--- config.mk ---
export PLATFORM = sky130hd
export DESIGN_NAME = usbEpHandshake
export DESIGN_NICKNAME = d
export VERILOG_FILES = /design/src/rtl/usbEpPkg.sv /design/src/rtl/epRespCtrl.sv /design/src/rtl/epRespPath.sv /design/src/rtl/usbEpHandshake.sv
export SDC_FILE = /design/constraint.sdc
export NUM_CORES = 1
export LEC_CHECK = 0
export BUFFER_PORTS_ARGS = -buffer_cell sky130_fd_sc_hd__buf_4
export CELL_PAD_IN_SITES_DETAIL_PLACEMENT = 1
export CELL_PAD_IN_SITES_GLOBAL_PLACEMENT = 1
export CORE_ASPECT_RATIO = 0.6
export CORE_UTILIZATION = 37
export DETAILED_ROUTE_END_ITERATION = 7
export PLACE_DENSITY = 0.88
export REMOVE_ABC_BUFFERS = 1
export SLEW_MARGIN = 15
export SYNTH_ARGS = -nofsm -noshare
export SYNTH_HDL_FRONTEND = slang
export SYNTH_HIERARCHICAL = 1
export SYNTH_SLANG_ARGS = --single-unit
--- constraint.sdc ---
create_clock -name clk -period 5.21 [get_ports clk]
set_clock_uncertainty 0.15 [all_clocks]
set_input_delay 0.7815 -clock clk [delete_from_list [all_inputs] [get_ports clk]]
set_output_delay 0.7815 -clock clk [all_outputs]
set_load 0.02 [all_outputs]
--- src/rtl/usbEpPkg.sv ---
package usbEpPkg;

  typedef enum logic [1:0] {
    TOK_NONE  = 2'd0,
    TOK_SETUP = 2'd1,
    TOK_IN    = 2'd2,
    TOK_OUT   = 2'd3
  } tokKindE;

  typedef enum logic [1:0] {
    HS_NONE  = 2'd0,
    HS_ACK   = 2'd1,
    HS_NAK   = 2'd2,
    HS_STALL = 2'd3
  } hsKindE;

  localparam logic [3:0] M_OFF          = 4'b0000;
  localparam logic [3:0] M_NAK_BOTH     = 4'b0001;
  localparam logic [3:0] M_CTL_STAT_OUT = 4'b0010;
  localparam logic [3:0] M_STALL_BOTH   = 4'b0011;
  localparam logic [3:0] M_ISO_OUT      = 4'b0101;
  localparam logic [3:0] M_CTL_STAT_IN  = 4'b0110;
  localparam logic [3:0] M_ISO_IN       = 4'b0111;
  localparam logic [3:0] M_OUT_NAK      = 4'b1000;
  localparam logic [3:0] M_OUT_ARM      = 4'b1001;
  localparam logic [3:0] M_ACK_ANY      = 4'b1011;
  localparam logic [3:0] M_IN_NAK       = 4'b1100;
  localparam logic [3:0] M_IN_ARM       = 4'b1101;
  localparam logic [3:0] M_IN_DATA      = 4'b1111;

  // strobes from the decoder to the datapath registers
  typedef struct packed {
    hsKindE     hs;
    logic       tx;
    logic       txZero;
    logic       accept;
    logic       loadMode;
    logic [3:0] nextMode;
    logic       arm;
  } ctlStrobeT;

endpackage

--- src/rtl/epRespCtrl.sv ---
module epRespCtrl
  import usbEpPkg::*;
(
  input  logic [3:0] mode,
  input  tokKindE    pendKind,
  input  logic       armed,
  input  tokKindE    tokKind,
  input  logic       dataDone,
  input  logic       crcOk,
  input  logic       hostAck,
  input  logic       stallReq,
  output ctlStrobeT  strb
);

  always_comb begin
    strb          = '0;
    strb.nextMode = mode;
    if (dataDone && pendKind != TOK_NONE) begin
      if (crcOk) begin
        if (pendKind == TOK_SETUP) begin
          case (mode)
            M_NAK_BOTH, M_CTL_STAT_OUT, M_STALL_BOTH,
            M_CTL_STAT_IN, M_ACK_ANY, M_IN_DATA: begin
              strb.hs     = HS_ACK;
              strb.accept = 1'b1;
            end
            default: ;
          endcase
        end else begin
          case (mode)
            M_NAK_BOTH, M_OUT_NAK:       strb.hs = HS_NAK;
            M_STALL_BOTH, M_CTL_STAT_IN: strb.hs = HS_STALL;
            M_CTL_STAT_OUT, M_ACK_ANY, M_IN_DATA: begin
              strb.hs     = HS_ACK;
              strb.accept = 1'b1;
            end
            M_ISO_OUT: strb.accept = 1'b1;
            M_OUT_ARM: begin
              if (stallReq) begin
                strb.hs = HS_STALL;
              end else begin
                strb.hs       = HS_ACK;
                strb.accept   = 1'b1;
                strb.loadMode = 1'b1;
                strb.nextMode = M_OUT_NAK;
              end
            end
            default: ;
          endcase
        end
      end
    end else if (tokKind == TOK_IN) begin
      case (mode)
        M_NAK_BOTH, M_IN_NAK:         strb.hs = HS_NAK;
        M_CTL_STAT_OUT, M_STALL_BOTH: strb.hs = HS_STALL;
        M_CTL_STAT_IN, M_ACK_ANY: begin
          strb.tx     = 1'b1;
          strb.txZero = 1'b1;
        end
        M_ISO_IN, M_IN_DATA: strb.tx = 1'b1;
        M_IN_ARM: begin
          if (stallReq) begin
            strb.hs = HS_STALL;
          end else begin
            strb.tx  = 1'b1;
            strb.arm = 1'b1;
          end
        end
        default: ;
      endcase
    end else if (hostAck && armed) begin
      strb.loadMode = 1'b1;
      strb.nextMode = M_IN_NAK;
    end
  end

endmodule

--- src/rtl/epRespPath.sv ---
module epRespPath
  import usbEpPkg::*;
#(
  parameter int CNT_W = 10
) (
  input  logic             clk,
  input  logic             rstN,
  input  ctlStrobeT        strb,
  input  tokKindE          tokKind,
  input  logic             dataDone,
  input  logic             crcOk,
  input  logic             hostAck,
  input  logic             stallReq,
  input  logic [CNT_W-1:0] txCount,
  input  logic             modeWe,
  input  logic [3:0]       modeWrData,
  output logic [3:0]       mode,
  output tokKindE          pendKind,
  output logic             armed,
  output hsKindE           hsKind,
  output logic             txSend,
  output logic [CNT_W-1:0] txLen,
  output logic             rxAccept
);

  logic clearArm;
  assign clearArm = modeWe || (tokKind != TOK_NONE) || hostAck;

  always_ff @(posedge clk) begin
    if (!rstN) begin
      mode     <= M_OFF;
      pendKind <= TOK_NONE;
      armed    <= 1'b0;
      hsKind   <= HS_NONE;
      txSend   <= 1'b0;
      txLen    <= '0;
      rxAccept <= 1'b0;
    end else begin
      if (modeWe)             mode <= modeWrData;
      else if (strb.loadMode) mode <= strb.nextMode;

      if (tokKind == TOK_SETUP || tokKind == TOK_OUT) pendKind <= tokKind;
      else if (dataDone)                              pendKind <= TOK_NONE;

      if (strb.arm)     armed <= 1'b1;
      else if (clearArm) armed <= 1'b0;

      hsKind   <= strb.hs;
      txSend   <= strb.tx;
      txLen    <= (strb.tx && !strb.txZero) ? txCount : '0;
      rxAccept <= strb.accept;
    end
  end

  // data and handshake never share a cycle
  p_excl_reply_r2: assert property (@(posedge clk) disable iff (!rstN)
    !(txSend && (hsKind != HS_NONE || rxAccept)));

  // a disabled endpoint stays silent
  p_off_silent_r3: assert property (@(posedge clk) disable iff (!rstN)
    (mode == M_OFF && !modeWe) |=> (hsKind == HS_NONE && !txSend && !rxAccept));

  // isochronous modes drive no handshake
  p_iso_nohs_r6: assert property (@(posedge clk) disable iff (!rstN)
    ((mode == M_ISO_OUT || mode == M_ISO_IN) && !modeWe) |=> (hsKind == HS_NONE));

  // armed OUT falls back after ACK
  p_out_fallback_r8: assert property (@(posedge clk) disable iff (!rstN)
    (mode == M_OUT_ARM && pendKind == TOK_OUT && dataDone && crcOk && !stallReq && !modeWe)
    |=> (mode == M_OUT_NAK && hsKind == HS_ACK && rxAccept));

  // armed IN falls back after host ACK
  p_in_fallback_r9: assert property (@(posedge clk) disable iff (!rstN)
    (armed && hostAck && !modeWe && tokKind != TOK_IN && !(dataDone && pendKind != TOK_NONE))
    |=> (mode == M_IN_NAK));

  // stall flag holds the armed IN mode
  p_stall_hold_r10: assert property (@(posedge clk) disable iff (!rstN)
    (mode == M_IN_ARM && tokKind == TOK_IN && stallReq && !modeWe && !(dataDone && pendKind != TOK_NONE))
    |=> (hsKind == HS_STALL && !txSend && mode == M_IN_ARM));

  // bad CRC gets no reply
  p_crc_bad_r13: assert property (@(posedge clk) disable iff (!rstN)
    (dataDone && !crcOk && tokKind != TOK_IN) |=> (hsKind == HS_NONE && !rxAccept));

  // firmware write lands on the next edge
  p_fw_write_r14: assert property (@(posedge clk) disable iff (!rstN)
    modeWe |=> (mode == $past(modeWrData)));

endmodule

--- src/rtl/usbEpHandshake.sv ---
module usbEpHandshake
  import usbEpPkg::*;
#(
  parameter int CNT_W = 10
) (
  input  logic             clk,
  input  logic             rstN,
  input  logic [1:0]       tokKind,
  input  logic             dataDone,
  input  logic             crcOk,
  input  logic             hostAck,
  input  logic [CNT_W-1:0] txCount,
  input  logic             stallReq,
  input  logic             modeWe,
  input  logic [3:0]       modeWrData,
  output logic [1:0]       hsKind,
  output logic             txSend,
  output logic [CNT_W-1:0] txLen,
  output logic             rxAccept,
  output logic [3:0]       modeNow
);

  ctlStrobeT  strb;
  tokKindE    tokE;
  tokKindE    pendKind;
  hsKindE     hsE;
  logic       armed;

  assign tokE   = tokKindE'(tokKind);
  assign hsKind = hsE;

  epRespCtrl u_ctrl (
    .mode     (modeNow),
    .pendKind (pendKind),
    .armed    (armed),
    .tokKind  (tokE),
    .dataDone (dataDone),
    .crcOk    (crcOk),
    .hostAck  (hostAck),
    .stallReq (stallReq),
    .strb     (strb)
  );

  epRespPath #(.CNT_W(CNT_W)) u_path (
    .clk        (clk),
    .rstN       (rstN),
    .strb       (strb),
    .tokKind    (tokE),
    .dataDone   (dataDone),
    .crcOk      (crcOk),
    .hostAck    (hostAck),
    .stallReq   (stallReq),
    .txCount    (txCount),
    .modeWe     (modeWe),
    .modeWrData (modeWrData),
    .mode       (modeNow),
    .pendKind   (pendKind),
    .armed      (armed),
    .hsKind     (hsE),
    .txSend     (txSend),
    .txLen      (txLen),
    .rxAccept   (rxAccept)
  );

endmodule

==> impl_metrics.tcl, run 1 <==
set metrics [dict create \
    drv_cap 0 \
    critPathCaptureType "output port" \
    cp_num_cells 1 \
    rr_startpoint "u_path/pendKind[1]" \
    synth_mux_area_share_pct 5.16 \
    worstReg2RegEnd "u_path/mode[1]" \
    fin_cells 183 \
    cts_tree "yes" \
    antenna_found_initial 0 \
    period_share_pct 41.7 \
    path_class "flip-flop to output port" \
    holdBufCountCts 0 \
    synthAdderAreaFrac_pct 0 \
    drive_gt1_share_pct 34.4 \
    finalHoldViolCount 0 \
    irDropWorstVdd_mv 0.143 \
    synth.ff_latch_count 21 \
    critPathSlowestCell "dfxtp_1" \
    grt_setup_unrepaired "false" \
    crit_buf_inv 1 \
    final_common_cell "buf_4" \
    crit_family "flip-flops" \
    design.die.area_um2 3110 \
    num_rows 14 \
    failed_checks "DRC" \
    cts_buffers 3 \
    outcome "complete, but fails checks" \
    via_count 956 \
    final_max_slew_viol_count 0 \
    yosysUniqueCellTypes 38 \
    via_per_inst 5.22 \
    dr.pass1.iters 7 \
    setup_tns_ps 0 \
    slowest_delay_ps 730 \
    ctsRootBufferMaster "clkbuf_8" \
    port_buffers 40 \
    synthXorXnorAreaFrac_pct 0 \
    grt_usage_pct 20.7 \
    cts_resized 0 \
    worstPathCellList "buf_4" \
    reg2regPathDepth 5 \
    cp_data_arrival_time_ps 1240 \
    synth_area_leaders "dfxtp_1, and2_1, nand2b_1, o211a_1, mux2_1" \
    layout_common_cells "buf_4, dfxtp_1, and2_1" \
    area_delta_synth_final_pct 32.0 \
    rrSetupSlack_ps 3210 \
    worst_pin_slew_ps 628 \
    setup-violations-final 0 \
    critPathMaxFanout 18 \
    hold_path_class "flip-flop to flip-flop" \
    yosys.area.top_type "dfxtp_1" \
    synth_cells 113 \
    clk_pin_slew_worst_paths_ps 80 \
    critPathLaunchType "flip-flop" \
    routed_wl_um 2920 \
    crit_end "modeNow[3]" \
    yosys.area.top_type_share_pct 39.4 \
    nets 175 \
    synthSimpleGateAreaFrac_pct 29.5 \
    yosysSeqAreaShare_pct 39.4 \
    first_global_vias 1013 \
    grt_max_degree 19 \
    overflow 0 \
    ant_nets 0 \
    n_antenna_cell 0 \
    start_util_pct 40.8 \
    placed_cells 179 \
    drtIter0Drc 31 \
    fill_cells 319 \
    fin_crit_ps 2170 \
    postCtsSetupRepairBufs 0 \
    ioPinCount 41 \
    cts.sinks 21 \
    yosysWarnings 6 \
    cp.required_ps 4280 \
    total_leakage_power_nw 0.652 \
    synth_compound_area_share_pct 20.7 \
    crit_start "u_path/mode[3]" \
    synth_area_um2 1070 \
    grt_pass1_wl_um 4830 \
    p_per_area_nw_per_um2 240 \
    avgSynthCellArea_um2 9.43 \
    clock.fmax_ghz 0.460 \
    synth_top_family_by_area "simple AND/OR/NAND/NOR gates" \
    clk_latency_ps 260 \
    htree_levels 1 \
    gp_congestion 0.856 \
    slew-limit-headroom_pct 58.1 \
    dp_hpwl_um 2160 \
    die_w_um 71.3 \
    whs_ps 351 \
    fp.dieH_um 43.6 \
    wl_per_cell_um 16.0 \
    cts.path.max_buffers 2 \
    core_um2 2610 \
    drcViolationCount 2 \
]
## per-stage QoR
step                util, %  power (mW)  instance area [um2]  worst slack [ps]
finish                 53.9       0.338                 1410              3040
global route           53.9       0.352                 1410              2960
CTS                    53.9       0.339                 1410              3060
detailed placement     52.2       0.232                 1360              2790
global placement       52.2       0.229                 1360              2860
floorplan                 -       0.203                 1020              3060
## synthesized netlist by cell type, drive strengths merged
library cell  count
o221ai            1
or3b              1
nor4b             1
nand2b           12
o21ai             1
o22ai             2
dfxtp            21
o21a              2
o31a              1
a31oi             3
a41oi             1
nor3b             1
a31o              1
o22a              2
nand2             6
clkbuf            2
mux2i             1
nand3             1
nor4              1
or2               2
a211oi            2
mux2              4
and2             14
inv               3
o211a             5
a21boi            1
o31ai             1
buf               4
and3b             1
a32o              1
and4              1
a21oi             2
nor2              8
nor2b             3
## layer usage
metal  GRT usage, %  part of all wire [%]  routed length [um]
met1           25.9                    47                1370
met2           35.2                    48                1390
met3           6.05                   4.8                 139
met4           5.60                  0.55                  16
met5              0                     0                   0
## worst min path at each step
stage                       startpoint            to  slack (ps)  cells after the start
after floorplan           u_path/armed  u_path/armed         310                      1
after global placement    u_path/armed  u_path/armed         320                      1
after detailed placement  u_path/armed  u_path/armed         340                      1
after CTS                 u_path/armed  u_path/armed         360                      1
after global routing      u_path/armed  u_path/armed         380                      1
final                     u_path/armed  u_path/armed         350                      1
## logic make-up after synthesis
kind of cell | count (synthesis)
AND/OR/NAND/NOR | 52
AO/OA/AOI/OAI | 26
flip-flops | 21
buffers and inverters | 9
multiplexers | 5
## flip-flops by register name, indices dropped and copies added, names as in the netlist
name             cells
u_path/txLen        10
u_path/mode          4
u_path/hsKind        2
u_path/pendKind      2
u_path/armed         1
u_path/rxAccept      1
u_path/txSend        1
## area by class of cell
| class | count | area [um2] | share of cell area [%] |
|---|---|---|---|
| Clock buffer | 3 | 41.3 | 2.93 |
| Clock inverter | 1 | 5.00 | 0.356 |
| Inverter | 3 | 11.3 | 0.800 |
| Multi-Input combinational cell | 83 | 589 | 41.9 |
| Sequential cell | 21 | 420 | 29.9 |
| Tap cell | 32 | 40.0 | 2.84 |
| Timing Repair Buffer | 40 | 300 | 21.3 |
## report_power, final
part / leakage [nW] / switching, mW / internal (mW)
clock: 0.0255 / 0.0541 / 0.0532
sequential: 0.171 / 0.00976 / 0.164
combinational: 0.456 / 0.0263 / 0.0299
total: 0.652 / 0.0902 / 0.247
Note: power is estimated with default switching activity, not from simulation.
==> inputs of run 2 (changes only) <==
Settings changed: ABC_AREA set to 1, CORE_UTILIZATION 37 to 32, PLACE_DENSITY 0.88 to 0.83.
Clock period 5.21 ns to 2.2 ns, I/O delays scaled along.
==> run 2 against run 1 <==
Net effect:
- wire length rose by 14%
- via count rose by 21%
- the flow now finishes without violations
- worst setup slack worse by 2900 ps
- critical path type is now flip-flop to flip-flop
- largest power group unchanged
- first-iteration DRC count grew 94%
- critical endpoint is now u_path/txLen[9]
==> impl_metrics.tcl, run 2 <==
set metrics [dict create \
    outcome "completed" \
    final_util_pct 48.1 \
    avgSynthCellArea_um2 6.50 \
    yosys.area.top_type "dfxtp_1" \
    grt_pass1_wl_um 4950 \
    slew-limit-headroom_pct 59.7 \
    htree_levels 1 \
    first_global_vias 1089 \
    final_area_um2 1460 \
    ant_nets 0 \
    synth_cells 167 \
    design.die.area_um2 3630 \
    setup_tns_ps 0 \
    seqPwrFrac_pct 51.4 \
    clk_pin_slew_worst_paths_ps 80 \
    p_int_mw 0.568 \
    crit_buf_inv 0 \
    setup-violations-final 0 \
    yosysWarnings 6 \
    worstPathCellList "nand2_2 -> nor2_4 -> a31oi_1 -> a21oi_1 -> nand2_2 -> or2_1 -> nor2_2" \
    holdBufCountCts 0 \
    wl_per_cell_um 13.3 \
    period_share_pct 92.7 \
    cp_num_cells 7 \
    critPathLaunchType "flip-flop" \
    yosysUniqueCellTypes 19 \
    hold_depth 3 \
    irDropWorstVdd_mv 0.282 \
    reg_top3 "u_path/txLen: 10 flops, u_path/mode: 4 flops" \
    overflow 0 \
    final_common_cell "buf_4" \
    antenna_found_initial 0 \
    drv_cap 0 \
    final_max_slew_viol_count 0 \
    dp_hpwl_um 2780 \
    synthFlopType "dfxtp_1" \
    num_rows 15 \
    reg2regPathDepth 7 \
    area_delta_synth_final_pct 34.7 \
    finalHoldViolCount 0 \
    fp.dieH_um 47.1 \
    dr.pass1.iters 4 \
    whs_ps 138 \
    grt_usage_pct 18.2 \
    grt_setup_unrepaired "false" \
    drcViolationCount 0 \
    synth_area_um2 1080 \
    path_class "flip-flop to flip-flop" \
    worst_pin_slew_ps 604 \
    fill_cells 413 \
    dpl-instance-area_um2 1420 \
    n_antenna_cell 0 \
    cp_data_arrival_time_ps 2080 \
    ys_top_cells_by_count "inv_1, nand2_1, dfxtp_1" \
    comb_power_share_pct 16.1 \
    nets 233 \
    port_buffers 40 \
    cp.required_ps 2240 \
    cts.sinks 21 \
    p_sw_mw 0.210 \
    via_count 1156 \
    yosysSeqAreaShare_pct 38.8 \
    slowest_delay_ps 550 \
    largest_register_ffs 10 \
    swShare_pct 27.0 \
    total_leakage_power_nw 0.814 \
    p_per_area_nw_per_um2 532 \
    via_per_inst 4.61 \
    synth.ff_latch_count 21 \
    critPathMaxFanout 10 \
    layout_common_cells "buf_4, inv_1, nand2_1" \
    crit_top_cell "nand2_2" \
    cts_tree "yes" \
    p_clk_share_pct 32.5 \
    critPathCaptureType "flip-flop" \
    drive_gt1_share_pct 30.1 \
    postCtsSetupRepairBufs 0 \
    hold_path_class "input pin to flip-flop" \
    synth_area_leaders "dfxtp_1, inv_1, nand2_1, nand3_1, nor2_1" \
    max_flop_register "u_path/txLen" \
    clk_latency_ps 260 \
    ys_async_sr_fraction_pct 0 \
    fin_crit_ps 2040 \
    drtIter0Drc 60 \
    cts_buffers 3 \
    core_um2 3040 \
    die_w_um 77.2 \
    start_util_pct 35.7 \
    ioPinCount 41 \
    synth-edff-count 0 \
    critPathSlowestCell "dfxtp_1" \
    ctsRootBufferMaster "clkbuf_8" \
    cts.path.max_buffers 2 \
    yosys.area.top_type_share_pct 38.8 \
    crit_family "simple AND/OR/NAND/NOR gates" \
    clock.fmax_ghz 0.490 \
    grt_max_degree 13 \
    routed_wl_um 3330 \
    gp_congestion 0.929 \
]
-- run 2: cell types whose count changed in the layout (fill, tap and decap cells not counted), moves of 3 or more --
cell / delta
mux2_1: -4
nor2b_1: -3
and2_1: -13
nand2b_1: -11
inv_1: +35
nor2_1: +12
o211a_1: -5
nor2_2: +11
nand3_1: +15
nand2_1: +31
nand2_2: +3
-- run 2: cell families after synthesis --
kind of cell	synth area share [%]
AOI/OAI and AO/OA	5.65
buffers and inverters	15.6
DFF	38.8
and+or+nand+nor	40.0
-- run 2: tightest hold or removal path, cell delays in order --
cell	delay, ps
buf_4	70
inv_1	30
nor2_2	80
-- run 2: power groups by stage --
| stage | registers, mW | logic (mW) | clock network (mW) |
|---|---|---|---|
| floorplan | 0.411 | 0.0568 | 0 |
| CTS | 0.399 | 0.125 | 0.259 |
| global placement | 0.407 | 0.118 | 0 |
| global route | 0.401 | 0.138 | 0.278 |
| finish | 0.400 | 0.125 | 0.253 |
| detailed placement | 0.408 | 0.125 | 0 |
-- run 2: through the flow --
step,power (mW),std cells,worst slack (ps)
3_5_place_dp,0.533,247,102
3_3_place_gp,0.525,247,339
2_1_floorplan,0.468,165,405
4_1_cts,0.783,251,82.7
6_report,0.777,251,161
5_1_grt,0.817,251,73.4
-- run 2: area by class of cell --
type | instances | area (um2) | area share (%)
tap | 42 | 52.6 | 3.60
multi-input combinational | 105 | 495 | 33.9
timing repair buffer | 40 | 300 | 20.5
inverter | 39 | 146 | 10.0
clock inverter | 1 | 5.00 | 0.342
clock buffer | 3 | 41.3 | 2.83
sequential | 21 | 420 | 28.8
-- run 2: timing repair --
action                     CTS  global route
setup endpoints to repair    0            10
resized for setup            0             1
hold endpoints to repair     0             0
-- run 2: worst paths after layout --
path | from | end | slack [ps]
max | u_path/mode[1] | u_path/txLen[9] | 160
max reg2reg | u_path/mode[1] | u_path/txLen[9] | 160
min | txCount[8] | u_path/txLen[8] | 140
min reg2reg | u_path/pendKind[0] | u_path/pendKind[0] | 340
-- run 2: routing by layer --
| metal | routed length, um | share of wire (%) | global-route usage, % |
|---|---|---|---|
| met4 | 0 | 0 | 1.13 |
| met2 | 1620 | 49 | 32.2 |
| met1 | 1600 | 48 | 24.2 |
| met5 | 0 | 0 | 0 |
| met3 | 107 | 3.2 | 4.27 |
==> inputs of run 3 (changes only) <==
Settings changed: CORE_UTILIZATION 32 to 31, PLACE_DENSITY 0.83 to 0.82, SYNTH_HIERARCHICAL 1 to not set.
==> run 3 against run 2 <==
Net effect:
- die area down 5.2%
- via count down 11%
- first-iteration DRC count fell by 58%
- register-to-register slack better by 520 ps
- largest cell class unchanged
- synthesized cell count decreased by 13%
- maximum frequency rose by 34%
- sequential share of layout area rose by 1.4 points
- wire length down 18%
- worst hold slack got worse by 30 ps
- critical path depth grew 2
==> impl_metrics.tcl, run 3 <==
set metrics [dict create \
    largest_register_ffs 10 \
    critPathMaxFanout 6 \
    dr.pass1.iters 4 \
    seqPwrFrac_pct 51.8 \
    ioPinCount 41 \
    cp_data_arrival_time_ps 1530 \
    max_flop_register "u_path.txLen" \
    synth_area_leaders "dfxtp_1, nand2_1, inv_1, nor2_1, nor2_2" \
    core_um2 2970 \
    drcViolationCount 0 \
    critPathSlowestCell "dfxtp_1" \
    gp_congestion 0.826 \
    fin_crit_ps 1520 \
    slew-limit-headroom_pct 79.9 \
    grt_setup_unrepaired "false" \
    dp_hpwl_um 2180 \
    finalHoldViolCount 0 \
    critPathLaunchType "flip-flop" \
    clk_latency_ps 260 \
    period_share_pct 69.1 \
    ys_top_cells_by_count "nand2_1, inv_1, dfxtp_1" \
    antenna_found_initial 0 \
    drv_cap 0 \
    final_common_cell "buf_4" \
    yosys.cell_count.top_type "nand2_1" \
    hold_path_class "input pin to flip-flop" \
    via_count 1034 \
    synth_cells 146 \
    worst_pin_slew_ps 300 \
    yosys.area.top_type "dfxtp_1" \
    design.die.area_um2 3450 \
    area_delta_synth_final_pct 40.1 \
    yosysSeqAreaShare_pct 42.3 \
    drive_gt1_share_pct 32.1 \
    ant_nets 0 \
    p_per_area_nw_per_um2 552 \
    clk_pin_slew_worst_paths_ps 80 \
    critPathCaptureType "flip-flop" \
    start_util_pct 33.5 \
    synth-edff-count 0 \
    final_max_slew_viol_count 0 \
    wl_per_cell_um 11.8 \
    p_sw_mw 0.203 \
    layout_common_cells "buf_4, nand2_1, inv_1" \
    nets 214 \
    cp.required_ps 2210 \
    postCtsSetupRepairBufs 0 \
    yosys.area.top_type_share_pct 42.3 \
    comb_power_share_pct 15.3 \
    p_int_mw 0.566 \
    cts_buffers 3 \
    p_clk_share_pct 32.9 \
    n_antenna_cell 0 \
    grt_pass1_wl_um 4470 \
    worstPathCellList "inv_1 -> nand2_1 -> nor2_2 -> nor2_1 -> nand2_1 -> nand2_1 -> nand2_1 -> nand2_1 -> nand2_1" \
    ys_async_sr_fraction_pct 0 \
    holdBufCountCts 0 \
    clock.fmax_ghz 0.658 \
    yosysUniqueCellTypes 17 \
    routed_wl_um 2730 \
    crit_buf_inv 1 \
    first_global_vias 998 \
    cts.path.max_buffers 2 \
    yosysWarnings 0 \
    slowest_delay_ps 450 \
    num_rows 15 \
    path_class "flip-flop to flip-flop" \
    drtIter0Drc 25 \
    cts.sinks 21 \
    avgSynthCellArea_um2 6.81 \
    fp.dieH_um 45.9 \
    ctsRootBufferMaster "clkbuf_8" \
    die_w_um 75.1 \
    grt_max_degree 13 \
    irDropWorstVdd_mv 0.243 \
    outcome "completed" \
    total_leakage_power_nw 0.744 \
    reg_top3 "u_path.txLen: 10 flops, u_path.mode: 4 flops" \
    crit_family "simple AND/OR/NAND/NOR gates" \
    setup_tns_ps 0 \
    grt_usage_pct 17.9 \
    htree_levels 1 \
    port_buffers 40 \
    cts_resized 0 \
    synthFlopType "dfxtp_1" \
    cts_tree "yes" \
    synth.ff_latch_count 21 \
    setup-violations-final 0 \
    final_util_pct 47.0 \
    overflow 0 \
    via_per_inst 4.46 \
    synth_area_um2 995 \
    crit_top_cell "nand2_1" \
    swShare_pct 26.4 \
]
[run 3: cell types whose count changed after synthesis, moves of 3 or more]
cell,previous run,this run
inv_1,37,29
nand3_1,16,10
nand2_1,37,32
o21ai_0,3,7
nand2_2,3,0
[run 3: layout make-up]
type / instances / area, um2
tap: 42 / 52.6
clock buffer: 3 / 41.3
inverter: 32 / 120
sequential: 21 / 420
multi-input combinational: 93 / 454
timing repair buffer: 40 / 300
fill: 407 / 1570
clock inverter: 1 / 5.00
[run 3: metrics by stage]
stage	cells	power, mW	instance area, um2	hold slack, ps	worst slack, ps
2_1_floorplan	146	0.467	995	276	765
3_3_place_gp	228	0.520	1350	320	713
3_5_place_dp	228	0.524	1350	327	675
4_1_cts	232	0.775	1390	111	676
5_1_grt	232	0.805	1390	122	541
6_report	232	0.769	1390	107	679
[run 3: routing by layer]
| metal | part of all wire, % | track usage (%) |
|---|---|---|
| met5 | 0 | 0 |
| met4 | 0.66 | 3.33 |
| met3 | 6.0 | 5.53 |
| met2 | 46 | 29.7 |
| met1 | 47 | 23.3 |
[run 3: logic make-up after synthesis]
family	after synthesis	synth area share (%)
buf+inv	32	12.1
compound gates	18	11.2
simple gates	75	34.5
flops	21	42.3
[run 3: final timing paths]
kind	from	endpoint	slack, ps	cells past startpoint
setup / recovery	u_path.mode[0]	u_path.hsKind[0]	680	9
hold / removal	tokKind[0]	u_path.pendKind[1]	110	2
setup reg to reg	u_path.mode[0]	u_path.hsKind[0]	680	9
hold reg to reg	u_path.pendKind[0]	u_path.pendKind[0]	340	2
[run 3: power by group through the flow]
stage               Combinational, mW  Clock, mW  Sequential [mW]
floorplan                      0.0543          0            0.412
global placement                0.113          0            0.407
detailed placement              0.117          0            0.407
CTS                             0.119      0.258            0.398
global route                    0.132      0.273            0.400
finish                          0.118      0.253            0.398
